File: src/rtl/rtcw_pkg.sv
package rtcw_pkg;
  // Mode register layout; field positions are decoded by the top module.
  typedef struct packed {
    logic [1:0] spare;     // 7:6 plain storage
    logic       src_ext;   // 5   1 = external pin edges
    logic       edge_fall; // 4   1 = falling edge
    logic       pre_wdt;   // 3   1 = prescaler to watchdog
    logic [2:0] ratio;     // 2:0 divide code
  } rtcw_mode_t;

  localparam logic [7:0] MODE_RST = 8'hFF;
endpackage

File: src/rtl/rtcw_pin_sync.sv
module rtcw_pin_sync #(
  parameter int SYNC_STAGES = 2
) (
  input  logic clk,
  input  logic rst_n,
  input  logic pin_i,
  input  logic fall_sel_i,
  output logic edge_o
);
  localparam int SH_W = SYNC_STAGES + 1;

  logic [SH_W-1:0] sh_q, sh_d;
  logic            now_lvl, old_lvl;

  always_comb sh_d = {sh_q[SH_W-2:0], pin_i};

  always_ff @(posedge clk or negedge rst_n) begin
    if (!rst_n) sh_q <= '0;
    else        sh_q <= sh_d;
  end

  assign now_lvl = sh_q[SYNC_STAGES-1];
  assign old_lvl = sh_q[SYNC_STAGES];
  assign edge_o  = fall_sel_i ? (old_lvl & ~now_lvl) : (now_lvl & ~old_lvl);
endmodule

File: src/rtl/rtcw_prescaler.sv
module rtcw_prescaler #(
  parameter int PRE_W = 8,
  localparam int TAP_W = $clog2(PRE_W + 1)
) (
  input  logic             clk,
  input  logic             rst_n,
  input  logic             ev_i,
  input  logic             clr_i,
  input  logic [TAP_W-1:0] taps_i,
  output logic             pass_o
);
  logic [PRE_W-1:0] pre_q, pre_d, mask;

  always_comb begin
    for (int i = 0; i < PRE_W; i++) mask[i] = (i < int'(taps_i));
  end

  // An event passes once the low taps_i bits are all ones.
  assign pass_o = ev_i && ((pre_q & mask) == mask);

  always_comb begin
    pre_d = pre_q;
    if (clr_i)     pre_d = '0;
    else if (ev_i) pre_d = pre_q + 1'b1;
  end

  always_ff @(posedge clk or negedge rst_n) begin
    if (!rst_n) pre_q <= '0;
    else        pre_q <= pre_d;
  end
endmodule

File: src/rtl/rtcw_wdt.sv
module rtcw_wdt #(
  parameter int WDT_W = 8
) (
  input  logic clk,
  input  logic rst_n,
  input  logic ev_i,
  input  logic clr_i,
  output logic timeout_o
);
  logic [WDT_W-1:0] wcnt_q, wcnt_d;
  logic             to_q, to_d;

  always_comb begin
    wcnt_d = wcnt_q;
    to_d   = 1'b0;
    if (clr_i) begin
      wcnt_d = '0;
    end else if (ev_i) begin
      wcnt_d = wcnt_q + 1'b1;
      to_d   = (wcnt_q == {WDT_W{1'b1}});
    end
  end

  always_ff @(posedge clk or negedge rst_n) begin
    if (!rst_n) begin
      wcnt_q <= '0;
      to_q   <= 1'b0;
    end else begin
      wcnt_q <= wcnt_d;
      to_q   <= to_d;
    end
  end

  assign timeout_o = to_q;
endmodule

File: src/rtl/rtc_wdt_top.sv
module rtc_wdt_top
  import rtcw_pkg::*;
#(
  parameter int CNT_W       = 8,
  parameter int PRE_W       = 8,
  parameter int WDT_W       = 8,
  parameter int SYNC_STAGES = 2
) (
  input  logic             clk,
  input  logic             rst_n,
  input  logic             cyc_stb,
  input  logic             ext_pin,
  input  logic             wdt_tick,
  input  logic             wdt_clr,
  input  logic             sleep_req,
  input  logic             mode_we,
  input  logic [7:0]       mode_wdata,
  output logic [7:0]       mode_q,
  input  logic             cnt_we,
  input  logic [CNT_W-1:0] cnt_wdata,
  output logic [CNT_W-1:0] cnt_value,
  input  logic             flag_clr,
  output logic             ovf_flag,
  output logic             wdt_reset
);
  localparam int TAP_W = $clog2(PRE_W + 1);

  rtcw_mode_t       mode_r, mode_d;
  logic [CNT_W-1:0] cnt_q, cnt_d;
  logic             flag_q, flag_d, wrap;
  logic             ext_ev, src_ev, pre_ev, pre_clr, pre_pass;
  logic             cnt_ev, wdt_ev, wdt_kill;
  logic [TAP_W-1:0] taps;

  // Mode register
  always_comb mode_d = mode_we ? rtcw_mode_t'(mode_wdata) : mode_r;

  always_ff @(posedge clk or negedge rst_n) begin
    if (!rst_n) mode_r <= rtcw_mode_t'(MODE_RST);
    else        mode_r <= mode_d;
  end

  // Pin path and source select
  rtcw_pin_sync #(.SYNC_STAGES(SYNC_STAGES)) u_sync (
    .clk        (clk),
    .rst_n      (rst_n),
    .pin_i      (ext_pin),
    .fall_sel_i (mode_r.edge_fall),
    .edge_o     (ext_ev)
  );

  assign src_ev   = mode_r.src_ext ? ext_ev : cyc_stb;
  assign wdt_kill = wdt_clr | sleep_req;

  // Prescaler routing: the counter's table sits one power of two above the watchdog's.
  assign taps    = mode_r.pre_wdt ? TAP_W'(mode_r.ratio) : TAP_W'(mode_r.ratio) + TAP_W'(1);
  assign pre_ev  = mode_r.pre_wdt ? wdt_tick : src_ev;
  assign pre_clr = mode_r.pre_wdt ? wdt_kill : cnt_we;
  assign cnt_ev  = mode_r.pre_wdt ? src_ev   : pre_pass;
  assign wdt_ev  = mode_r.pre_wdt ? pre_pass : wdt_tick;

  rtcw_prescaler #(.PRE_W(PRE_W)) u_pre (
    .clk    (clk),
    .rst_n  (rst_n),
    .ev_i   (pre_ev),
    .clr_i  (pre_clr),
    .taps_i (taps),
    .pass_o (pre_pass)
  );

  // Counter and overflow flag
  always_comb begin
    cnt_d = cnt_q;
    wrap  = 1'b0;
    if (cnt_we) begin
      cnt_d = cnt_wdata;
    end else if (cnt_ev) begin
      cnt_d = cnt_q + 1'b1;
      wrap  = (cnt_q == {CNT_W{1'b1}});
    end
    flag_d = flag_q;
    if (wrap)          flag_d = 1'b1;
    else if (flag_clr) flag_d = 1'b0;
  end

  always_ff @(posedge clk or negedge rst_n) begin
    if (!rst_n) begin
      cnt_q  <= '0;
      flag_q <= 1'b0;
    end else begin
      cnt_q  <= cnt_d;
      flag_q <= flag_d;
    end
  end

  // Watchdog
  rtcw_wdt #(.WDT_W(WDT_W)) u_wdt (
    .clk       (clk),
    .rst_n     (rst_n),
    .ev_i      (wdt_ev),
    .clr_i     (wdt_kill),
    .timeout_o (wdt_reset)
  );

  assign mode_q    = mode_r;
  assign cnt_value = cnt_q;
  assign ovf_flag  = flag_q;
endmodule

File: config.mk
export PLATFORM = sky130hd
export DESIGN_NAME = rtc_wdt_top
export DESIGN_NICKNAME = d
export VERILOG_FILES = /design/src/rtl/rtcw_pkg.sv /design/src/rtl/rtcw_pin_sync.sv /design/src/rtl/rtcw_prescaler.sv /design/src/rtl/rtcw_wdt.sv /design/src/rtl/rtc_wdt_top.sv
export SDC_FILE = /design/constraint.sdc
export NUM_CORES = 1
export LEC_CHECK = 0
export BUFFER_PORTS_ARGS = -buffer_cell sky130_fd_sc_hd__buf_2
export CORE_UTILIZATION = 32
export CTS_CLUSTER_SIZE = 12
export DETAILED_ROUTE_END_ITERATION = 10
export GPL_TIMING_DRIVEN = 0
export PLACE_DENSITY = 0.51
export SLEW_MARGIN = 30
export SYNTH_ARGS = -nofsm -noshare
export SYNTH_HDL_FRONTEND = slang
export SYNTH_SLANG_ARGS = --single-unit
File: constraint.sdc
create_clock -name clk -period 2.45 [get_ports clk]
set_clock_uncertainty 0.05 [all_clocks]
set_input_delay 0.49 -clock clk [delete_from_list [all_inputs] [get_ports clk]]
set_output_delay 0.49 -clock clk [all_outputs]
set_load 0.02 [all_outputs]
==> results_tabular.tex <==
\begin{tabular}{lr}
\hline
Metric & Value \\
\hline
\multicolumn{2}{l}{\textbf{GRT}} \\
\quad Initial antenna violation count & 0 \\
\quad Wire length of the first global-routing pass & 7.25 mm \\
\quad Maximum number of pins on one net before global-route repair & 38 \\
\quad Global Route Usage Sum & 14.4\% \\
\quad Remaining global-route overflow & 0 \\
\quad Number of global-route vias before repair & 1522 \\
\multicolumn{2}{l}{\textbf{Synth}} \\
\quad Total number of yosys warnings & 0 \\
\quad Commonest register cell after synthesis & sky130\_fd\_sc\_hd\_\_dfrtp\_1 \\
\quad Average cell area after synthesis & 9.79 sq um \\
\quad Net Count, Synth & 239 \\
\quad Syn Inst Count & 209 \\
\quad Netlist cell types & 49 \\
\quad Cell area after technology mapping & 2050 sq um \\
\quad Share of synthesized registers carrying an async set or reset & 100\% \\
\quad Sequential-to-total area share from yosys stat & 45.7\% \\
\quad Number of synthesized register bits & 37 \\
\quad Number of synthesized flops with an enable pin & 0 \\
\multicolumn{2}{l}{\textbf{Die}} \\
\quad Rows & 28 \\
\quad Total die area & 6720 sq um \\
\quad Std-Cell Core Area & 6060 sq um \\
\quad Die Ht & 82.0 um \\
\quad Initial cell density of the core & 33.8\% \\
\quad Total I/O pin count & 44 \\
\quad Die Wd & 82.0 um \\
\multicolumn{2}{l}{\textbf{CTS}} \\
\quad CTS Buf Count & 5 \\
\quad Worst-Skew Late Latency & 290 ps \\
\quad Number of hold-repair buffers added at the cts stage & 0 \\
\quad Clock tree from TritonCTS & built \\
\quad Maximum buffer depth of the clock tree & 2 \\
\quad Number of H-tree levels & 2 \\
\quad Clk sink count & 37 \\
\quad Clock-pin slew of the registers on the worst-case setup and hold paths & 80 ps \\
\quad Root Buffer & sky130\_fd\_sc\_hd\_\_clkbuf\_8 \\
\multicolumn{2}{l}{\textbf{Critical path}} \\
\quad Critical Path RT & 2610 ps \\
\quad Start-to-end type of the worst setup path & flop to flop \\
\quad FF-to-FF Start & mode\_q[0] \\
\quad Critical path arrival & 2700 ps \\
\quad Critical path fanouts, max & 5 \\
\quad CP endpoint kind & flop \\
\quad Critical Path Source Type & flop \\
\quad Start point of the critical path & mode\_q[0] \\
\quad Reg2Reg Depth & 7 \\
\multicolumn{2}{l}{\textbf{Final layout}} \\
\quad Proportion of layout cells with a drive suffix above 1 & 35.4\% \\
\quad Relative area change from synthesis to final layout & 25.7\% \\
\quad Number of nets in the layout & 292 \\
\quad Storage cell area & 936 sq um \\
\quad Antenna diode count & 0 \\
\quad Final Util & 42.4\% \\
\quad Filler-free cell count of the finished design & 338 \\
\quad Filler instances & 588 \\
\quad Area of the multi-input gates & 1120 sq um \\
\multicolumn{2}{l}{\textbf{Power and ir drop}} \\
\quad Net switching power & 449 uW \\
\quad Internal power consumption & 1030 uW \\
\quad Power per cell area & 575 nW/um\^{}2 \\
\quad Portion of total power attributed to sequential cells & 47.1\% \\
\quad Switching share of power & 30.3\% \\
\quad Largest voltage drop on the vdd net & 0.000321 V \\
\quad Leakage component of the power & 0.00109 uW \\
\quad Total power & 1480 uW \\
\quad Relative contribution of the clock network to total power & 30.0\% \\
\quad Comb pwr share & 22.9\% \\
\multicolumn{2}{l}{\textbf{Place}} \\
\quad DP Wirelength & 3.10 mm \\
\quad Placed cell count & 327 \\
\quad PortBufs & 43 \\
\quad Weighted congestion at the end of routability-driven global placement & 0.776 \\
\multicolumn{2}{l}{\textbf{STA}} \\
\quad RSZ-0062 raised after global routing & true \\
\quad Hold Slack & 100 ps \\
\quad Share of the clock period used by the worst path & 104\% \\
\quad Final worst path period need & 2550 ps \\
\quad Number of endpoints with negative hold slack in the final report & 0 \\
\quad Tightest Pin Transition & 621 ps \\
\quad Setup violations, final & 9 \\
\quad Rel. slew slack & 58.6\% \\
\quad Max-slew violation count & 0 \\
\quad Sum of negative setup slack & -512 ps \\
\quad Highest clock frequency the design can meet & 393 MHz \\
\quad Min setup slack post-route & -95.1 ps \\
\multicolumn{2}{l}{\textbf{Detailed routing}} \\
\quad Overall via count from detail\_route & 1722 \\
\quad Vias per cell & 5.09 \\
\quad Wire length reported by the detailed router & 4.53 mm \\
\quad Number of iterations in the first detailed-routing pass & 4 \\
\quad Average wire per cell in the routed design & 13.4 um \\
\quad Number of DRC markers after the initial detailed-route iteration & 47 \\
\quad Residual DRC & 0 \\
\quad ANT nets after route & 0 \\
\multicolumn{2}{l}{\textbf{Hold path}} \\
\quad Min-Delay Path Class & primary input to async pin \\
\multicolumn{2}{l}{\textbf{Flow run}} \\
\quad Max-cap violations & 0 \\
\multicolumn{2}{l}{\textbf{Run status}} \\
\quad Violated checks & negative setup slack \\
\quad Status & finished, violations left \\
\hline
\end{tabular}
-- flip-flops by register name, indices dropped and copies added, names as in the netlist --
name and flops:
mode_q 8, cnt_value 8, ovf_flag 1, u_pre.pre_q 8
u_sync.sh_q 3, u_wdt.wcnt_q 8, u_wdt.timeout_o 1
-- worst max-delay path: stages, from the launching register on --
cell and delay (ps):
sky130_fd_sc_hd__dfstp_2 560, sky130_fd_sc_hd__ha_4 230, sky130_fd_sc_hd__and4bb_1 310, sky130_fd_sc_hd__o21ai_1 100, sky130_fd_sc_hd__a211oi_2 350, sky130_fd_sc_hd__o221ai_2 200
sky130_fd_sc_hd__or4_1 500, sky130_fd_sc_hd__a31oi_1 160
-- stage by stage --
step | worst slack [ps] | instance area [sq um]
after detailed placement | -180 | 2370
final | -95.1 | 2570
after CTS | -52.6 | 2490
after global placement | -195 | 2370
after floorplan | -16.2 | 2060
after global routing | -189 | 2570
-- kinds of logic after synthesis --
kind of cell	synth area share (%)
fa+ha+maj	2.45
buf+inv	3.97
mux	4.77
xor+xnor	4.28
simple gates	23.9
flops	45.7
compound gates	14.9
-- cells in the mapped netlist (6+ instances only) --
| master | count | share of area, % |
|---|---|---|
| sky130_fd_sc_hd__dfrtp_1 | 29 | 35 |
| sky130_fd_sc_hd__nand2_1 | 20 | 3.7 |
| sky130_fd_sc_hd__nor2_1 | 19 | 3.5 |
| sky130_fd_sc_hd__nand3_1 | 15 | 3.7 |
| sky130_fd_sc_hd__a21oi_1 | 9 | 2.2 |
| sky130_fd_sc_hd__o21ai_1 | 9 | 2.2 |
| sky130_fd_sc_hd__xor2_1 | 9 | 3.9 |
| sky130_fd_sc_hd__dfstp_2 | 8 | 10 |
| sky130_fd_sc_hd__inv_1 | 7 | 1.3 |
| sky130_fd_sc_hd__or3_1 | 7 | 2.1 |
| sky130_fd_sc_hd__mux2_2 | 6 | 3.3 |
| sky130_fd_sc_hd__or4_1 | 6 | 2.2 |
-- repair_timing --
item                       in CTS  in global routing
setup endpoints to repair      16                 13
setup buffers                   3                  0
pin swaps                       3                 13
cloned                          0                  0
resized for setup               3                 13
-- final timing paths --
check / end / slack, ps
max: cnt_value[6] / -100
min: u_pre.pre_q[7] / 100
max reg2reg: cnt_value[6] / -100
min reg2reg: u_sync.sh_q[1] / 300
max in group asynchronous: mode_q[6] / 1880
min in group clk: u_sync.sh_q[0] / 260
-- power by group through the flow --
stage | sequential, uW | combinational [uW] | clock, uW
after floorplan | 735 | 175 | 0
after global placement | 710 | 308 | 0
after detailed placement | 711 | 306 | 0
after CTS | 697 | 322 | 467
after global routing | 704 | 374 | 498
final | 697 | 338 | 444
-- per-layer routing --
layer / wire [um] / share of wire [%] / track usage [%]
met5: 0 / 0 / 0
met2: 2080 / 46 / 22.0
met3: 175 / 3.9 / 3.00
met4: 68 / 1.5 / 5.79
met1: 2210 / 49 / 19.6
-- final cells by class --
| class | instances | area share [%] |
|---|---|---|
| Timing Repair Buffer | 46 | 9.34 |
| Sequential cell | 37 | 36.4 |
| Buffer | 9 | 2.48 |
| Clock buffer | 8 | 3.50 |
| Multi-Input combinational cell | 156 | 43.6 |
| Tap cell | 75 | 3.65 |
| Inverter | 7 | 1.02 |
-- cell usage in the layout, fill, tap and decap left out, types with 2 or more instances in the layout --
master                     instances
sky130_fd_sc_hd__a31oi_1           2
sky130_fd_sc_hd__dfrtp_1          29
sky130_fd_sc_hd__clkbuf_8          6
sky130_fd_sc_hd__nand4b_1          2
sky130_fd_sc_hd__dfstp_2           8
sky130_fd_sc_hd__a21oi_2           3
sky130_fd_sc_hd__nand3_1          14
sky130_fd_sc_hd__or4_4             2
sky130_fd_sc_hd__buf_4             8
sky130_fd_sc_hd__or3_1             7
sky130_fd_sc_hd__nand2b_1          3
sky130_fd_sc_hd__o21ai_0           3
sky130_fd_sc_hd__xor2_1            9
sky130_fd_sc_hd__buf_6             2
sky130_fd_sc_hd__nor2b_1           3
sky130_fd_sc_hd__buf_2            42
sky130_fd_sc_hd__clkbuf_1          4
sky130_fd_sc_hd__nor2_1           18
sky130_fd_sc_hd__o211ai_1          2
sky130_fd_sc_hd__mux2i_1           3
sky130_fd_sc_hd__o21ai_1           9
sky130_fd_sc_hd__mux2_2            6
sky130_fd_sc_hd__or3b_2            2
sky130_fd_sc_hd__ha_1              3
sky130_fd_sc_hd__inv_1             7
sky130_fd_sc_hd__nand3b_1          2
sky130_fd_sc_hd__and2_1            2
sky130_fd_sc_hd__nand2_1          20
sky130_fd_sc_hd__o31ai_1           2
sky130_fd_sc_hd__nand4_1           3
sky130_fd_sc_hd__a21oi_1           6
sky130_fd_sc_hd__or4_1             4
(Power assumes the default switching activity.)
